## src/rtl/mdio_trk_pkg.sv

```systemverilog
// Package: shared register offsets for the PHY presence and link tracker.
// Assumes a two-bit word offset on the register port.
package mdio_trk_pkg;
    typedef enum logic [1:0] {
        OFS_PRESENCE = 2'd0,
        OFS_LINK     = 2'd1
    } trk_ofs_e;
endpackage

```

## src/rtl/mdio_trk_decode.sv

```systemverilog
// Module: mdio_trk_decode
// Turns one completion event into a one-hot address hit mask, the acknowledge
// result, a status-read strobe and the link value that read carries.
// Assumes evt_valid lasts one cycle per completed transaction.
module mdio_trk_decode #(
    parameter int unsigned NUM_PHY    = 32,
    parameter int unsigned ADDR_W     = 5,
    parameter int unsigned REGN_W     = 5,
    parameter int unsigned DATA_W     = 16,
    parameter int unsigned STATUS_REG = 1,
    parameter int unsigned LINK_BIT   = 2
) (
    input  logic               evt_valid,
    input  logic [ADDR_W-1:0]  evt_phy,
    input  logic [REGN_W-1:0]  evt_reg,
    input  logic               evt_is_read,
    input  logic               evt_ack,
    input  logic [DATA_W-1:0]  evt_rdata,
    output logic [NUM_PHY-1:0] hit_mask,
    output logic               ack,
    output logic               stat_upd,
    output logic               link_val
);
    localparam logic [DATA_W-1:0] LINK_MASK = DATA_W'(1) << LINK_BIT;

    // One comparator per address produces the hit mask.
    for (genvar i = 0; i < NUM_PHY; i++) begin : g_hit
        assign hit_mask[i] = evt_valid && (evt_phy == ADDR_W'(i));
    end

    // Classify the event and extract the link indication.
    always_comb begin
        ack      = evt_ack;
        stat_upd = evt_valid && evt_is_read && (evt_reg == REGN_W'(STATUS_REG));
        link_val = evt_ack && (|(evt_rdata & LINK_MASK));
    end
endmodule

```

## src/rtl/mdio_trk_presence.sv

```systemverilog
// Module: mdio_trk_presence
// Presence vector. An event hit loads the acknowledge result. Otherwise a
// software clear mask resets the selected bits. A hit has priority over a clear.
module mdio_trk_presence #(
    parameter int unsigned NUM_PHY = 32
) (
    input  logic               clk,
    input  logic               rst_n,
    input  logic [NUM_PHY-1:0] hit_mask,
    input  logic               ack,
    input  logic [NUM_PHY-1:0] clr_mask,
    output logic [NUM_PHY-1:0] pres_q
);
    for (genvar i = 0; i < NUM_PHY; i++) begin : g_bit
        // Per-bit update: reset, then event result, then software clear.
        always_ff @(posedge clk) begin
            if (!rst_n)           pres_q[i] <= 1'b0;
            else if (hit_mask[i]) pres_q[i] <= ack;
            else if (clr_mask[i]) pres_q[i] <= 1'b0;
        end
    end
endmodule

```

## src/rtl/mdio_trk_link.sv

```systemverilog
// Module: mdio_trk_link
// Link vector. Only a status-register read changes it, and only at the
// addressed bit. Software cannot write it.
module mdio_trk_link #(
    parameter int unsigned NUM_PHY = 32
) (
    input  logic               clk,
    input  logic               rst_n,
    input  logic [NUM_PHY-1:0] hit_mask,
    input  logic               stat_upd,
    input  logic               link_val,
    output logic [NUM_PHY-1:0] link_q
);
    for (genvar i = 0; i < NUM_PHY; i++) begin : g_bit
        // Per-bit update on a status read aimed at this address.
        always_ff @(posedge clk) begin
            if (!rst_n)                        link_q[i] <= 1'b0;
            else if (stat_upd && hit_mask[i])  link_q[i] <= link_val;
        end
    end
endmodule

```

## src/rtl/mdio_phy_tracker.sv

```systemverilog
// Module: mdio_phy_tracker (top)
// Tracks PHY presence and link state from MDIO completion events and exposes
// both vectors on a word-addressed register port with combinational reads.
// Assumes NUM_PHY equals the register data width.
module mdio_phy_tracker #(
    parameter int unsigned NUM_PHY    = 32,
    parameter int unsigned REGN_W     = 5,
    parameter int unsigned DATA_W     = 16,
    parameter int unsigned STATUS_REG = 1,
    parameter int unsigned LINK_BIT   = 2,
    localparam int unsigned ADDR_W    = $clog2(NUM_PHY)
) (
    input  logic               clk,
    input  logic               rst_n,
    input  logic               evt_valid,
    input  logic [ADDR_W-1:0]  evt_phy,
    input  logic [REGN_W-1:0]  evt_reg,
    input  logic               evt_is_read,
    input  logic               evt_ack,
    input  logic [DATA_W-1:0]  evt_rdata,
    input  logic               reg_wr,
    input  logic [1:0]         reg_addr,
    input  logic [NUM_PHY-1:0] reg_wdata,
    output logic [NUM_PHY-1:0] reg_rdata
);
    import mdio_trk_pkg::*;

    logic [NUM_PHY-1:0] hit_mask;
    logic               ev_ack;
    logic               stat_upd;
    logic               link_val;
    logic [NUM_PHY-1:0] clr_mask;
    logic [NUM_PHY-1:0] pres_vec;
    logic [NUM_PHY-1:0] link_vec;

    mdio_trk_decode #(
        .NUM_PHY(NUM_PHY), .ADDR_W(ADDR_W), .REGN_W(REGN_W),
        .DATA_W(DATA_W), .STATUS_REG(STATUS_REG), .LINK_BIT(LINK_BIT)
    ) u_dec (
        .evt_valid(evt_valid), .evt_phy(evt_phy), .evt_reg(evt_reg),
        .evt_is_read(evt_is_read), .evt_ack(evt_ack), .evt_rdata(evt_rdata),
        .hit_mask(hit_mask), .ack(ev_ack), .stat_upd(stat_upd), .link_val(link_val)
    );

    // Software clear mask: only writes to the presence offset clear bits.
    always_comb begin
        clr_mask = (reg_wr && (reg_addr == OFS_PRESENCE)) ? reg_wdata : '0;
    end

    mdio_trk_presence #(.NUM_PHY(NUM_PHY)) u_pres (
        .clk(clk), .rst_n(rst_n), .hit_mask(hit_mask), .ack(ev_ack),
        .clr_mask(clr_mask), .pres_q(pres_vec)
    );

    mdio_trk_link #(.NUM_PHY(NUM_PHY)) u_link (
        .clk(clk), .rst_n(rst_n), .hit_mask(hit_mask), .stat_upd(stat_upd),
        .link_val(link_val), .link_q(link_vec)
    );

    // Read mux: presence, link, else zero.
    always_comb begin
        case (reg_addr)
            OFS_PRESENCE: reg_rdata = pres_vec;
            OFS_LINK:     reg_rdata = link_vec;
            default:      reg_rdata = '0;
        endcase
    end
endmodule

```

## config.mk

```make
export PLATFORM = sky130hd
export DESIGN_NAME = mdio_phy_tracker
export DESIGN_NICKNAME = d
export VERILOG_FILES = /design/src/rtl/mdio_trk_pkg.sv /design/src/rtl/mdio_trk_decode.sv /design/src/rtl/mdio_trk_presence.sv /design/src/rtl/mdio_trk_link.sv /design/src/rtl/mdio_phy_tracker.sv
export SDC_FILE = /design/constraint.sdc
export NUM_CORES = 1
export LEC_CHECK = 0
export ABC_AREA = 1
export ABC_CLOCK_PERIOD_IN_PS = 2310
export BUFFER_PORTS_ARGS = -buffer_cell sky130_fd_sc_hd__buf_2
export CORE_MARGIN = 10
export CORE_UTILIZATION = 50
export DETAILED_ROUTE_END_ITERATION = 10
export HOLD_SLACK_MARGIN = 0.12
export PLACE_DENSITY = 0.76
export SLEW_MARGIN = 25
export SYNTH_ARGS = -nofsm -noshare
export SYNTH_HDL_FRONTEND = slang
export SYNTH_HIERARCHICAL = 1
export SYNTH_SLANG_ARGS = --single-unit
```

## constraint.sdc

```tcl
create_clock -name clk -period 2.31 [get_ports clk]
set_input_delay 0.231 -clock clk [delete_from_list [all_inputs] [get_ports clk]]
set_output_delay 0.231 -clock clk [all_outputs]
set_load 0.03 [all_outputs]
```

# Yosys cells after proc, flatten, opt, wreduce, memory -nomap -nowiden
# Index checks and enable logic that the tools add are counted.
# op_classes
mux	66
n_reduce_logical	102
n_eq_ne	33
# ops
cell	n
5-bit equality test, second input constant	16
1-bit logical AND	68
1-bit two-way mux	64
32-bit one-hot mux with 2 select lines	1
2-bit nonzero test	32
5-bit by 4-bit equality test with 1-bit output, second input constant	8
32-bit two-way mux	1
5-bit by 3-bit equality test with 1-bit output, second input constant	4
5-bit by 1-bit equality test with 1-bit output, second input constant	2
5-bit by 2-bit equality test with 1-bit output, second input constant	2
5-bit logical NOT	1
2-bit by 1-bit equality test with 1-bit output, second input constant	1
2-bit logical NOT	1
# word_totals
word_cells	265
ff_bits	64
inputBits	66
out_inout_bits	32

# Depth between registers and ports, before layout
# depth
word_depth	5
mapped_depth	9
ltp_nobuf	8

# Hierarchy
# Netlist, hierarchy kept.
# modules_own_cells
module	area_each_um2	cells_each	instances
mdio_trk_link	1425.1	233	1
mdio_trk_presence	1341.3	199	1
mdio_phy_tracker	764.5	176	1
mdio_trk_decode	307.8	79	1

# Worst setup path before layout
# Ideal clock, no wire load.
# synth_timing
kind	input -> output
start	input reg_addr[0]
end	output reg_rdata[21]
stages	5
arrival_time_ns	0.964
setup_slack_ns	1.115
path_cell_list	buf_2 nor2_8 buf_2 nand2_1 nand2_1
# synth_via
elab_chain_len	2
# synth_lines
element	line	rtl
start, declared	mdio_phy_tracker.sv:22	input logic [1:0] reg_addr,
2-bit by 1-bit equality test with 1-bit output / 2-bit logical NOT (equally long branches)	mdio_phy_tracker.sv:62	case (reg_addr)
32-bit one-hot mux with 2 select lines *	mdio_phy_tracker.sv:62	
end, declared	mdio_phy_tracker.sv:24	output logic [NUM_PHY-1:0] reg_rdata
# Every way passes the cells marked *; elsewhere a longest branch is shown, timed or not.

# Worst setup path after layout
# layout_timing
start	input reg_addr[1]
end	output reg_rdata[0]
# The elaborated chain is that of the path after synthesis.

==> results.cfg <==
[cts]
cts_sinks = 64
ctsHtreeMaxLevel = 3
clk_path_buf_depth = 2
clk_latency_ns = 0.35
cts-root-buf = clkbuf_8
numCtsBuffers = 9
clkSlewWorstSetupHoldPaths_ns = 0.07
post_cts_buffers = 0
cts_hold_buffers = 0
post_cts_resized = 0
tritoncts = yes

[setup_path]
reg2reg_slack_ns = 1.52
crit_path_max_fanout = 32
timing.rr.start = u_link/link_q[8]$_SDFFE_PN0P_
ff2ff_path_depth = 4
arrival_ns = 1.22
cp-start-kind = input pin
crit_type = input pin to primary output
cp.required_ns = 2.08
r2r_end = u_link/link_q[8]$_SDFFE_PN0P_
crit_path_end_kind = primary output
startpoint = reg_addr[1]
crit_end = reg_rdata[0]

[floorplan]
pin_count = 98
num_rows = 31
coreArea_um2 = 7370
dieArea_um2 = 11600
start_util = 0.521
die_h_um = 108
die_x_um = 108

[power]
vdd_ir_drop_max_mv = 0.321
p_leak_nw = 2.50
total_power_mw = 2.46
power_density_nw_per_um2 = 553

[grt]
antenna_found_initial = 1
grt_max_degree = 33
first_global_vias = 4040
grtUsageTotal = 0.186
gr-total-overflow = 0
grt_pass1_wl_mm = 17.8

[layout]
fin_area_um2 = 4460
layout_common_cells = 248 x nand2_1, 168 x nor2_1, 109 x inv_1
utilization = 0.605
final_cells = 863
syn2layout_area_growth_pct = 16.1
final_common_cell = nand2_1
fin_nets = 824
drive_gt1_frac = 0.144

[timing]
drv_slew = 0
rsz0062_at_grt = false
slew_headroom = 0.604
fin_ws_ns = 0.856
fin_setup_tns_ns = 0
fmax_mhz = 688
hold_viol = 0
whs_ns = 0.242
final.period_utilization = 0.630
setup_viol = 0
tightest_slew_ns = 0.593
fin_skew_ns = 0
fin_crit_ns = 1.45

[synth]
synth_top_area_share = 0.334
ys_seq_elements = 64
synth_fp_nets = 753
synth_warnings = 6
synth_area_per_cell_um2 = 5.59
yosysSeqAreaShare = 0.334
yosys-top-cells-area = dfxtp_1 33%, nand2_1 24%, nor2_1 17%
synth_area_um2 = 3840
ys_types = 11
syn-instance-count = 687
synth_top_area_cell = dfxtp_1

[drt]
viasPerCell = 4.77
vias = 4115
drt_iter0_drc = 373
ant_nets = 0
drc_errors = 0
dr.pass1.iters = 5
wl_per_cell_um = 12.4
drt_wl_total_mm = 10.7

[placed_design]
place.port_buffers = 82
gp_congestion = 0.888
placed_area_um2 = 4220
dp_hpwl_mm = 7.17
placed_cells = 846
place_ws_ns = 0.834

[outcome]
status = complete, no violations

[flow_run]
cap_violations = 0

[worst_hold_path]
hold_path.class = input pin to register
## per-layer routing
layer  wire [um]  track usage  part of all wire
met5           0            0                 0
met4         187       0.0754             0.017
met3         785       0.0485             0.073
met2        5140        0.316              0.48
met1        4630        0.217              0.43
## critical path: stages
cell     delay [ns]
buf_2          0.13
inv_1          0.05
buf_4          0.34
nand3_1        0.12
nand2_1        0.12
buf_2          0.21
## synth_stat cells
cell type  instances
nand2_1          248
nor2_1           169
inv_1            109
dfxtp_1           64
a21oi_1           32
nand3_1           32
buf_2             14
buf_6              9
buf_4              8
nand2_4            1
nor2_8             1
## flip-flops by register name (all words and copies together) (netlist names)
| register | flops |
|---|---|
| u_pres/pres_q | 32 |
| u_link/link_q | 32 |
## logic make-up (layout without fill, tap and decap cells)
family | count (synthesis) | count (layout) | share of synthesized area
buffers and inverters | 140 | 216 | 0.167
other | 0 | 1 | 0
AND/OR/NAND/NOR | 451 | 451 | 0.458
AO/OA/AOI/OAI | 32 | 32 | 0.0417
flip-flops | 64 | 64 | 0.334
## cell type report
type / count / area, um^2
antenna: 1 / 2.50
timing repair buffer: 91 / 490
clock inverter: 5 / 78.8
sequential: 64 / 1280
multi-input combinational: 483 / 1920
inverter: 109 / 409
tap: 99 / 124
fill: 745 / 2910
clock buffer: 11 / 151
## power breakdown
part           leakage, nW  internal (mW)  switching (mW)
combinational         1.87         0.0753           0.159
clock                0.119          0.665           0.453
sequential           0.516           1.11         0.00327
## worst min-delay path by stage
stage / cells past startpoint / end / from / slack [ns]
2_1_floorplan: 2 / u_link/link_q[30]$_SDFFE_PN0P_ / rst_n / 0.35
3_3_place_gp: 2 / u_pres/pres_q[18]$_SDFFE_PN0P_ / u_pres/pres_q[18]$_SDFFE_PN0P_ / 0.47
3_5_place_dp: 2 / u_pres/pres_q[12]$_SDFFE_PN0P_ / u_pres/pres_q[12]$_SDFFE_PN0P_ / 0.48
4_1_cts: 6 / u_pres/pres_q[28]$_SDFFE_PN0P_ / reg_wdata[28] / 0.24
5_1_grt: 6 / u_pres/pres_q[28]$_SDFFE_PN0P_ / reg_wdata[28] / 0.28
6_report: 6 / u_pres/pres_q[27]$_SDFFE_PN0P_ / reg_wdata[27] / 0.24
Note: power is estimated with default switching activity, not from simulation.
